==> config.mk <==
export PLATFORM = sky130hd
export DESIGN_NAME = pwr_ctl
export DESIGN_NICKNAME = d
export VERILOG_FILES = /design/src/rtl/pwr_pkg.sv /design/src/rtl/pwr_reg_if.sv /design/src/rtl/pwr_mode_fsm.sv /design/src/rtl/pwr_clk_gate.sv /design/src/rtl/pwr_baud_sel.sv /design/src/rtl/pwr_ctl.sv
export SDC_FILE = /design/constraint.sdc
export NUM_CORES = 1
export LEC_CHECK = 0
export BUFFER_PORTS_ARGS = -buffer_cell sky130_fd_sc_hd__buf_4
export CORE_AREA = 10 10 47 49
export CTS_CLUSTER_SIZE = 12
export DETAILED_ROUTE_END_ITERATION = 16
export DIE_AREA = 0 0 57 59
export GPL_ROUTABILITY_DRIVEN = 0
export PLACE_DENSITY = 0.47
export RECOVER_POWER = 50
export REMOVE_ABC_BUFFERS = 1
export SLEW_MARGIN = 20
export SYNTH_ARGS = -nofsm -noshare
export SYNTH_HDL_FRONTEND = slang
export SYNTH_SLANG_ARGS = --single-unit
==> constraint.sdc <==
create_clock -name clk -period 1.6 [get_ports clk]
set_input_delay 0.32 -clock clk [delete_from_list [all_inputs] [get_ports clk]]
set_output_delay 0.32 -clock clk [all_outputs]
set_load 0.02 [all_outputs]
==> src/rtl/pwr_pkg.sv <==
// Package: shared types and default field positions for the power controller.
// Assumes a single 8-bit control register with three live fields.
package pwr_pkg;
    typedef enum logic [1:0] {
        PM_RUN  = 2'd0,
        PM_IDLE = 2'd1,
        PM_DOWN = 2'd2
    } pm_mode_t;

    localparam int REG_W_DEF    = 8;
    localparam int DBL_POS_DEF  = 7;
    localparam int DOWN_POS_DEF = 1;
    localparam int IDLE_POS_DEF = 0;
endpackage

==> src/rtl/pwr_reg_if.sv <==
// Register front end: decodes writes into state requests, holds the
// baud-double flag and assembles the read-back word.
// Assumes writes only take effect while the core is running.
module pwr_reg_if
    import pwr_pkg::*;
#(
    parameter int REG_W    = REG_W_DEF,
    parameter int DBL_POS  = DBL_POS_DEF,
    parameter int DOWN_POS = DOWN_POS_DEF,
    parameter int IDLE_POS = IDLE_POS_DEF
) (
    input  logic             clk,
    input  logic             rst_n,
    input  logic             wr,
    input  logic [REG_W-1:0] wdata,
    input  pm_mode_t         mode,
    output logic             req_idle,
    output logic             req_down,
    output logic             dbl_flag,
    output logic [REG_W-1:0] rdata
);
    logic wr_go;
    logic dbl_q;
    logic unused_wdata;

    // accept a write only while the core is executing
    assign wr_go    = wr && (mode == PM_RUN);
    // power-down request wins over idle when both are set
    assign req_down = wr_go && wdata[DOWN_POS];
    assign req_idle = wr_go && wdata[IDLE_POS] && !wdata[DOWN_POS];
    assign unused_wdata = ^wdata;

    // store the baud-double flag on an accepted write
    always_ff @(posedge clk) begin
        if (!rst_n)
            dbl_q <= 1'b0;
        else if (wr_go)
            dbl_q <= wdata[DBL_POS];
    end

    assign dbl_flag = dbl_q;

    // build the read-back word bit by bit
    for (genvar b = 0; b < REG_W; b++) begin : g_rd
        if (b == DBL_POS) begin : g_dbl
            assign rdata[b] = dbl_q;
        end else if (b == DOWN_POS) begin : g_down
            assign rdata[b] = (mode == PM_DOWN);
        end else if (b == IDLE_POS) begin : g_idle
            assign rdata[b] = (mode == PM_IDLE);
        end else begin : g_rsvd
            assign rdata[b] = 1'b0;
        end
    end


    // flag holds its value across any cycle where a write is refused
    dbl_hold_chk: assert property (@(posedge clk) disable iff (!rst_n)
        (wr && mode != PM_RUN) |=> $stable(dbl_q));
endmodule

==> src/rtl/pwr_mode_fsm.sv <==
// Mode sequencer: running, idle and power-down, with their exit rules.
// Assumes wake is a level that stays high until serviced; reset is the
// only way out of power-down.
module pwr_mode_fsm
    import pwr_pkg::*;
(
    input  logic     clk,
    input  logic     rst_n,
    input  logic     req_idle,
    input  logic     req_down,
    input  logic     wake,
    output pm_mode_t mode
);
    pm_mode_t mode_q, mode_d;

    // next-state selection per mode
    always_comb begin
        mode_d = mode_q;
        case (mode_q)
            PM_RUN: begin
                if (req_down)
                    mode_d = PM_DOWN;
                else if (req_idle)
                    mode_d = PM_IDLE;
            end
            PM_IDLE: begin
                if (wake)
                    mode_d = PM_RUN;
            end
            PM_DOWN: mode_d = PM_DOWN;
            default: mode_d = PM_RUN;
        endcase
    end

    // mode register with synchronous reset
    always_ff @(posedge clk) begin
        if (!rst_n)
            mode_q <= PM_RUN;
        else
            mode_q <= mode_d;
    end

    assign mode = mode_q;


    idle_wake_chk: assert property (@(posedge clk) disable iff (!rst_n)
        (mode_q == PM_IDLE && wake) |=> (mode_q == PM_RUN));



    down_sticky_chk: assert property (@(posedge clk) disable iff (!rst_n)
        (mode_q == PM_DOWN) |=> (mode_q == PM_DOWN));


    down_entry_chk: assert property (@(posedge clk) disable iff (!rst_n)
        (mode_q == PM_RUN && req_down) |=> (mode_q == PM_DOWN));
endmodule

==> src/rtl/pwr_clk_gate.sv <==
// Clock-enable generator: maps the mode onto processor and peripheral
// enables, both qualified by the raw oscillator enable.
// Assumes the enables feed glitch-free gating cells downstream.
module pwr_clk_gate
    import pwr_pkg::*;
(
    input  logic     osc_en,
    input  pm_mode_t mode,
    output logic     cpu_en,
    output logic     per_en
);
    // processor runs only in the running mode
    assign cpu_en = osc_en && (mode == PM_RUN);
    // peripherals run in every mode except power-down
    assign per_en = osc_en && (mode != PM_DOWN);
endmodule

==> src/rtl/pwr_baud_sel.sv <==
// Baud-double qualifier: passes the stored flag only when the serial
// port uses its default rate source.
module pwr_baud_sel (
    input  logic dbl_flag,
    input  logic alt_src,
    output logic dbl_eff
);
    // alternate rate source masks the doubling request
    assign dbl_eff = dbl_flag && !alt_src;
endmodule

==> src/rtl/pwr_ctl.sv <==
// Top of the power controller: control register, mode sequencer, clock
// enables and baud-double qualification.
// Assumes clk is always running, independent of osc_en.
module pwr_ctl
    import pwr_pkg::*;
#(
    parameter int REG_W    = REG_W_DEF,
    parameter int DBL_POS  = DBL_POS_DEF,
    parameter int DOWN_POS = DOWN_POS_DEF,
    parameter int IDLE_POS = IDLE_POS_DEF
) (
    input  logic             clk,
    input  logic             rst_n,
    input  logic             osc_en,
    input  logic             reg_wr,
    input  logic [REG_W-1:0] reg_wdata,
    output logic [REG_W-1:0] reg_rdata,
    input  logic             irq_pend,
    input  logic             baud_alt_sel,
    output logic             cpu_clk_en,
    output logic             per_clk_en,
    output logic             baud_x2
);
    pm_mode_t mode;
    logic     req_idle;
    logic     req_down;
    logic     dbl_flag;

    pwr_reg_if #(
        .REG_W(REG_W), .DBL_POS(DBL_POS),
        .DOWN_POS(DOWN_POS), .IDLE_POS(IDLE_POS)
    ) u_reg (
        .clk(clk), .rst_n(rst_n), .wr(reg_wr), .wdata(reg_wdata),
        .mode(mode), .req_idle(req_idle), .req_down(req_down),
        .dbl_flag(dbl_flag), .rdata(reg_rdata)
    );

    pwr_mode_fsm u_fsm (
        .clk(clk), .rst_n(rst_n), .req_idle(req_idle),
        .req_down(req_down), .wake(irq_pend), .mode(mode)
    );

    pwr_clk_gate u_gate (
        .osc_en(osc_en), .mode(mode),
        .cpu_en(cpu_clk_en), .per_en(per_clk_en)
    );

    pwr_baud_sel u_baud (
        .dbl_flag(dbl_flag), .alt_src(baud_alt_sel), .dbl_eff(baud_x2)
    );


    osc_off_chk: assert property (@(posedge clk) disable iff (!rst_n)
        !osc_en |-> (!cpu_clk_en && !per_clk_en));


    cpu_implies_per_chk: assert property (@(posedge clk) disable iff (!rst_n)
        cpu_clk_en |-> per_clk_en);


    alt_mask_chk: assert property (@(posedge clk) disable iff (!rst_n)
        baud_alt_sel |-> !baud_x2);


    flags_excl_chk: assert property (@(posedge clk) disable iff (!rst_n)
        !(reg_rdata[DOWN_POS] && reg_rdata[IDLE_POS]));
endmodule

=== Word level (Yosys, flattened, before mapping) ===
Cells that the tools add are included.

* Equal/unequal tests: 5
* Mux-type cells: 4
* Reduce and logical (&&, ||, !) cells: 11

{| class="wikitable"
|+ Operator list
! operator !! count
|-
| $logic_and 1x1->1 || 7
|-
| $mux 2 || 3
|-
| $pmux 2 s3 || 1
|-
| $ne 3x3->1 const B || 1
|-
| $eq 2x1->1 const B || 1
|-
| $eq 2x2->1 const B || 1
|-
| $logic_not 1->1 || 2
|-
| $logic_not 2->1 || 1
|-
| $ne 2x1->1 const B || 1
|-
| $ne 2x2->1 const B || 1
|-
| $reduce_and 2->1 || 1
|}

* Register bits: 3
* Input bits: 14
* Output and inout port bits: 11

=== Logic depth before layout (Yosys ltp) ===
* Word-level depth: 7
* Depth in mapped cells: 2
* Depth with buffers taken out: 2

=== Hierarchy ===
From an unflattened synthesis, not the netlist that was laid out.

* Cells, all modules: 28
* Area, all modules: 249.0 µm²

{| class="wikitable"
|+ By module, submodules not included
! module !! instances !! cells each !! area each (µm²) !! seq. area each (µm²)
|-
| pwr_reg_if || 1 || 16 || 128.9 || 20.0
|-
| pwr_mode_fsm || 1 || 8 || 82.6 || 40.0
|-
| pwr_clk_gate || 1 || 3 || 23.8 || 0.0
|-
| pwr_baud_sel || 1 || 1 || 13.8 || 0.0
|}

=== Least setup slack after synthesis ===
Ideal clock, no wire load.

* Path kind: register to output
* Start: register u_fsm.mode_q[0], in the netlist u_fsm.mode[0]
* End: output cpu_clk_en
* Data arrival time: 0.883 ns
* Data required time: 1.280 ns
* Slack: 0.397 ns
* Cell stages (with the launch flop): 2
* Path buffers: 0
* Cell sequence: dfxtp_1 > nor3b_1

* Longest elaborated chain between the ends: 2

{| class="wikitable"
|+ RTL lines
! item !! RTL line !! text
|-
| from (decl) || pwr_mode_fsm.sv:14 || <nowiki>pm_mode_t mode_q, mode_d;</nowiki>
|-
| from (signal assigned) || pwr_mode_fsm.sv:40 || <nowiki>mode_q <= mode_d;</nowiki>
|-
| $logic_not 2->1 || pwr_clk_gate.sv:13 || <nowiki>assign cpu_en = osc_en && (mode == PM_RUN);</nowiki>
|-
| $logic_and 1x1->1 || pwr_clk_gate.sv:13 ||
|-
| to (decl) || pwr_ctl.sv:20 || <nowiki>output logic cpu_clk_en,</nowiki>
|}

Every way passes these cells.

=== Final worst setup path ===
* Start: register u_fsm.mode_q[1], in the netlist u_fsm.mode[1]
* End: output per_clk_en

* Longest elaborated chain between the ends: 2

{| class="wikitable"
|+ RTL lines
! item !! RTL line !! text
|-
| $ne 2x2->1 || pwr_clk_gate.sv:15 || <nowiki>assign per_en = osc_en && (mode != PM_DOWN);</nowiki>
|-
| $logic_and 1x1->1 || pwr_clk_gate.sv:15 ||
|-
| to (decl) || pwr_ctl.sv:21 || <nowiki>output logic per_clk_en,</nowiki>
|}

Every way passes these cells.

==> reports/qor.csv <==
metric,value,unit
status,finished clean,
static leakage power,0.155,nW
Hold Path Class,input port to flop,
setup TNS,0,ns
sequential area share after synthesis,0.279,
final period utilization,0.828,
Post-DP Area,310,um2
CTS buffer count,3,
clk_skew,0.00138,ns
Setup crit start kind,flop,
vias per cell,3.61,
clk sinks,3,
"most common cell after layout, fill and taps aside",buf_4,
largest net degree at the start of global routing,8,
Core Area,1400,um2
PostCTS Resize Cnt,0,
"commonest cells after routing, fill and taps aside","buf_4 (13), conb_1 (5)",
CTS tree,yes,
Yosys warning count,0,
setup bufs post-CTS,0,
worst setup margin,0.275,ns
crit path max fanout,6,
"Slew Viols, Final",0,
Worst-Skew Late Latency,0.23,ns
Max IR drop VDD,0.000177,V
H-tree Lvls,1,
Yosys reg bits,3,
via count,206,
Worst-path clk slew,0.04,ns
cell taking the most area after synthesis,dfxtp_1,
first-pass GRT wire length,972,um
Die ar.,3360,um2
RSZ-0062 raised after global routing,false,
Routed Antenna Nets,0,
critical path capture point type,output pin,
gr ovfl total,0,
Die X,57,um
WL/cell,10.4,um
Unique masters post-synth,12,
layout cell share with drive strength beyond 1,0.415,
GRT Total Usage,0.0380,
initial antenna violation count,0,
top cell type's share of synthesized area,0.279,
Area growth syn-to-layout,52.3,%
Post-CTS Hold Fix Bufs,0,
final setup fails,0,
hpwl dp,523,um
Max Fclk,0.755,GHz
pwr dens,875,nW/um2
"Power, Total",0.000287,W
max_cap viols,0,
vias in the first global route,251,
Post-route DRC,0,
row cnt,14,
Detailed Route Iter0 Violations,8,
Crit Path Class,flop to output pin,
drt total wl,594,um
Layout fillers,174,
dpl ws,0.493,ns
final hold violation count,0,
final instance area,328,um2
cell count after synthesis,25,
Final min period,1.32,ns
"top cells by area, synth","dfxtp_1 (28%), buf_4 (21%), nor2b_1 (8.7%)",
syn avg cell area,8.61,um2
Nets,56,
# port buffers,14,
Root Driver,clkbuf_4,
critical path required time,1.28,ns
Initial Util,0.154,
# diodes,0,
CTS Buffer Depth,2,
TritonRoute pass-1 iters,2,
die span in y,59,um
io pins,25,
Worst Path Arrival,1.00,ns
synthesized area,215,um2
==> layer usage <==
layer,up-vias,global-route usage,wire [um],share of wire
met5,-,0,0,0
met4,0,0.0403,0,0
met3,0,0.0258,63,0.11
met2,10,0.0620,315,0.53
met1,93,0.0285,214,0.36
li1,103,-,-,-
==> synthesized netlist by cell type <==
cell type  instances
nor2b_2            1
buf_4              6
nor3b_2            1
nand4bb_1          1
nand2_1            2
nor2b_1            3
mux2i_1            1
nor3b_1            2
conb_1             1
dfxtp_1            3
nand2b_1           2
a21oi_1            2
==> cells by family (layout without fill, tap and decap cells) <==
kind of cell | count (synthesis) | after routing | share of synthesized area
AOI/OAI and AO/OA | 2 | 2 | 0.0465
buffers and inverters | 6 | 18 | 0.209
DFF | 3 | 3 | 0.279
muxes | 1 | 1 | 0.0465
other | 1 | 5 | 0.0174
and+or+nand+nor | 12 | 12 | 0.401
==> sequential cells by signal, indices dropped and copies added, names as in the netlist <==
name	flops
u_fsm.mode	2
u_reg.dbl_flag	1
==> area by class of cell <==
| type | count | area (um2) | area share |
|---|---|---|---|
| tap | 16 | 20.0 | 0.0611 |
| timing repair buffer | 14 | 101 | 0.309 |
| clock buffer | 4 | 26.3 | 0.0802 |
| multi-input combinational | 20 | 120 | 0.366 |
| sequential | 3 | 60.1 | 0.183 |
==> critical path, stage by stage (launching register included) <==
cell	delay, ns
dfxtp_1	0.39
nor2b_2	0.18
nor2b_1	0.05
buf_4	0.15
==> through the flow <==
step	hold slack, ns	utilization	cells
after detailed placement	0.471	0.221	53
after CTS	0.346	0.240	57
final	0.349	0.234	57
after global placement	0.467	0.221	53
after floorplan	0.450	-	23
after global routing	0.373	0.234	57
==> final timing paths <==
path	from	to	depth (start not counted)	slack, ns
setup / recovery	u_fsm.mode[1]	per_clk_en	3	0.28
setup reg to reg	u_fsm.mode[0]	u_reg.dbl_flag	2	0.72
hold / removal	irq_pend	u_fsm.mode[0]	3	0.35
hold reg to reg	u_reg.dbl_flag	u_reg.dbl_flag	2	0.47
==> where the power goes <==
part	total [W]	internal (W)	switching (W)
registers	0.0000848	0.0000798	0.00000492
logic	0.0000708	0.0000336	0.0000373
clock network	0.000131	0.0000934	0.0000378
No activity file was read; power rests on OpenSTA's default activity.
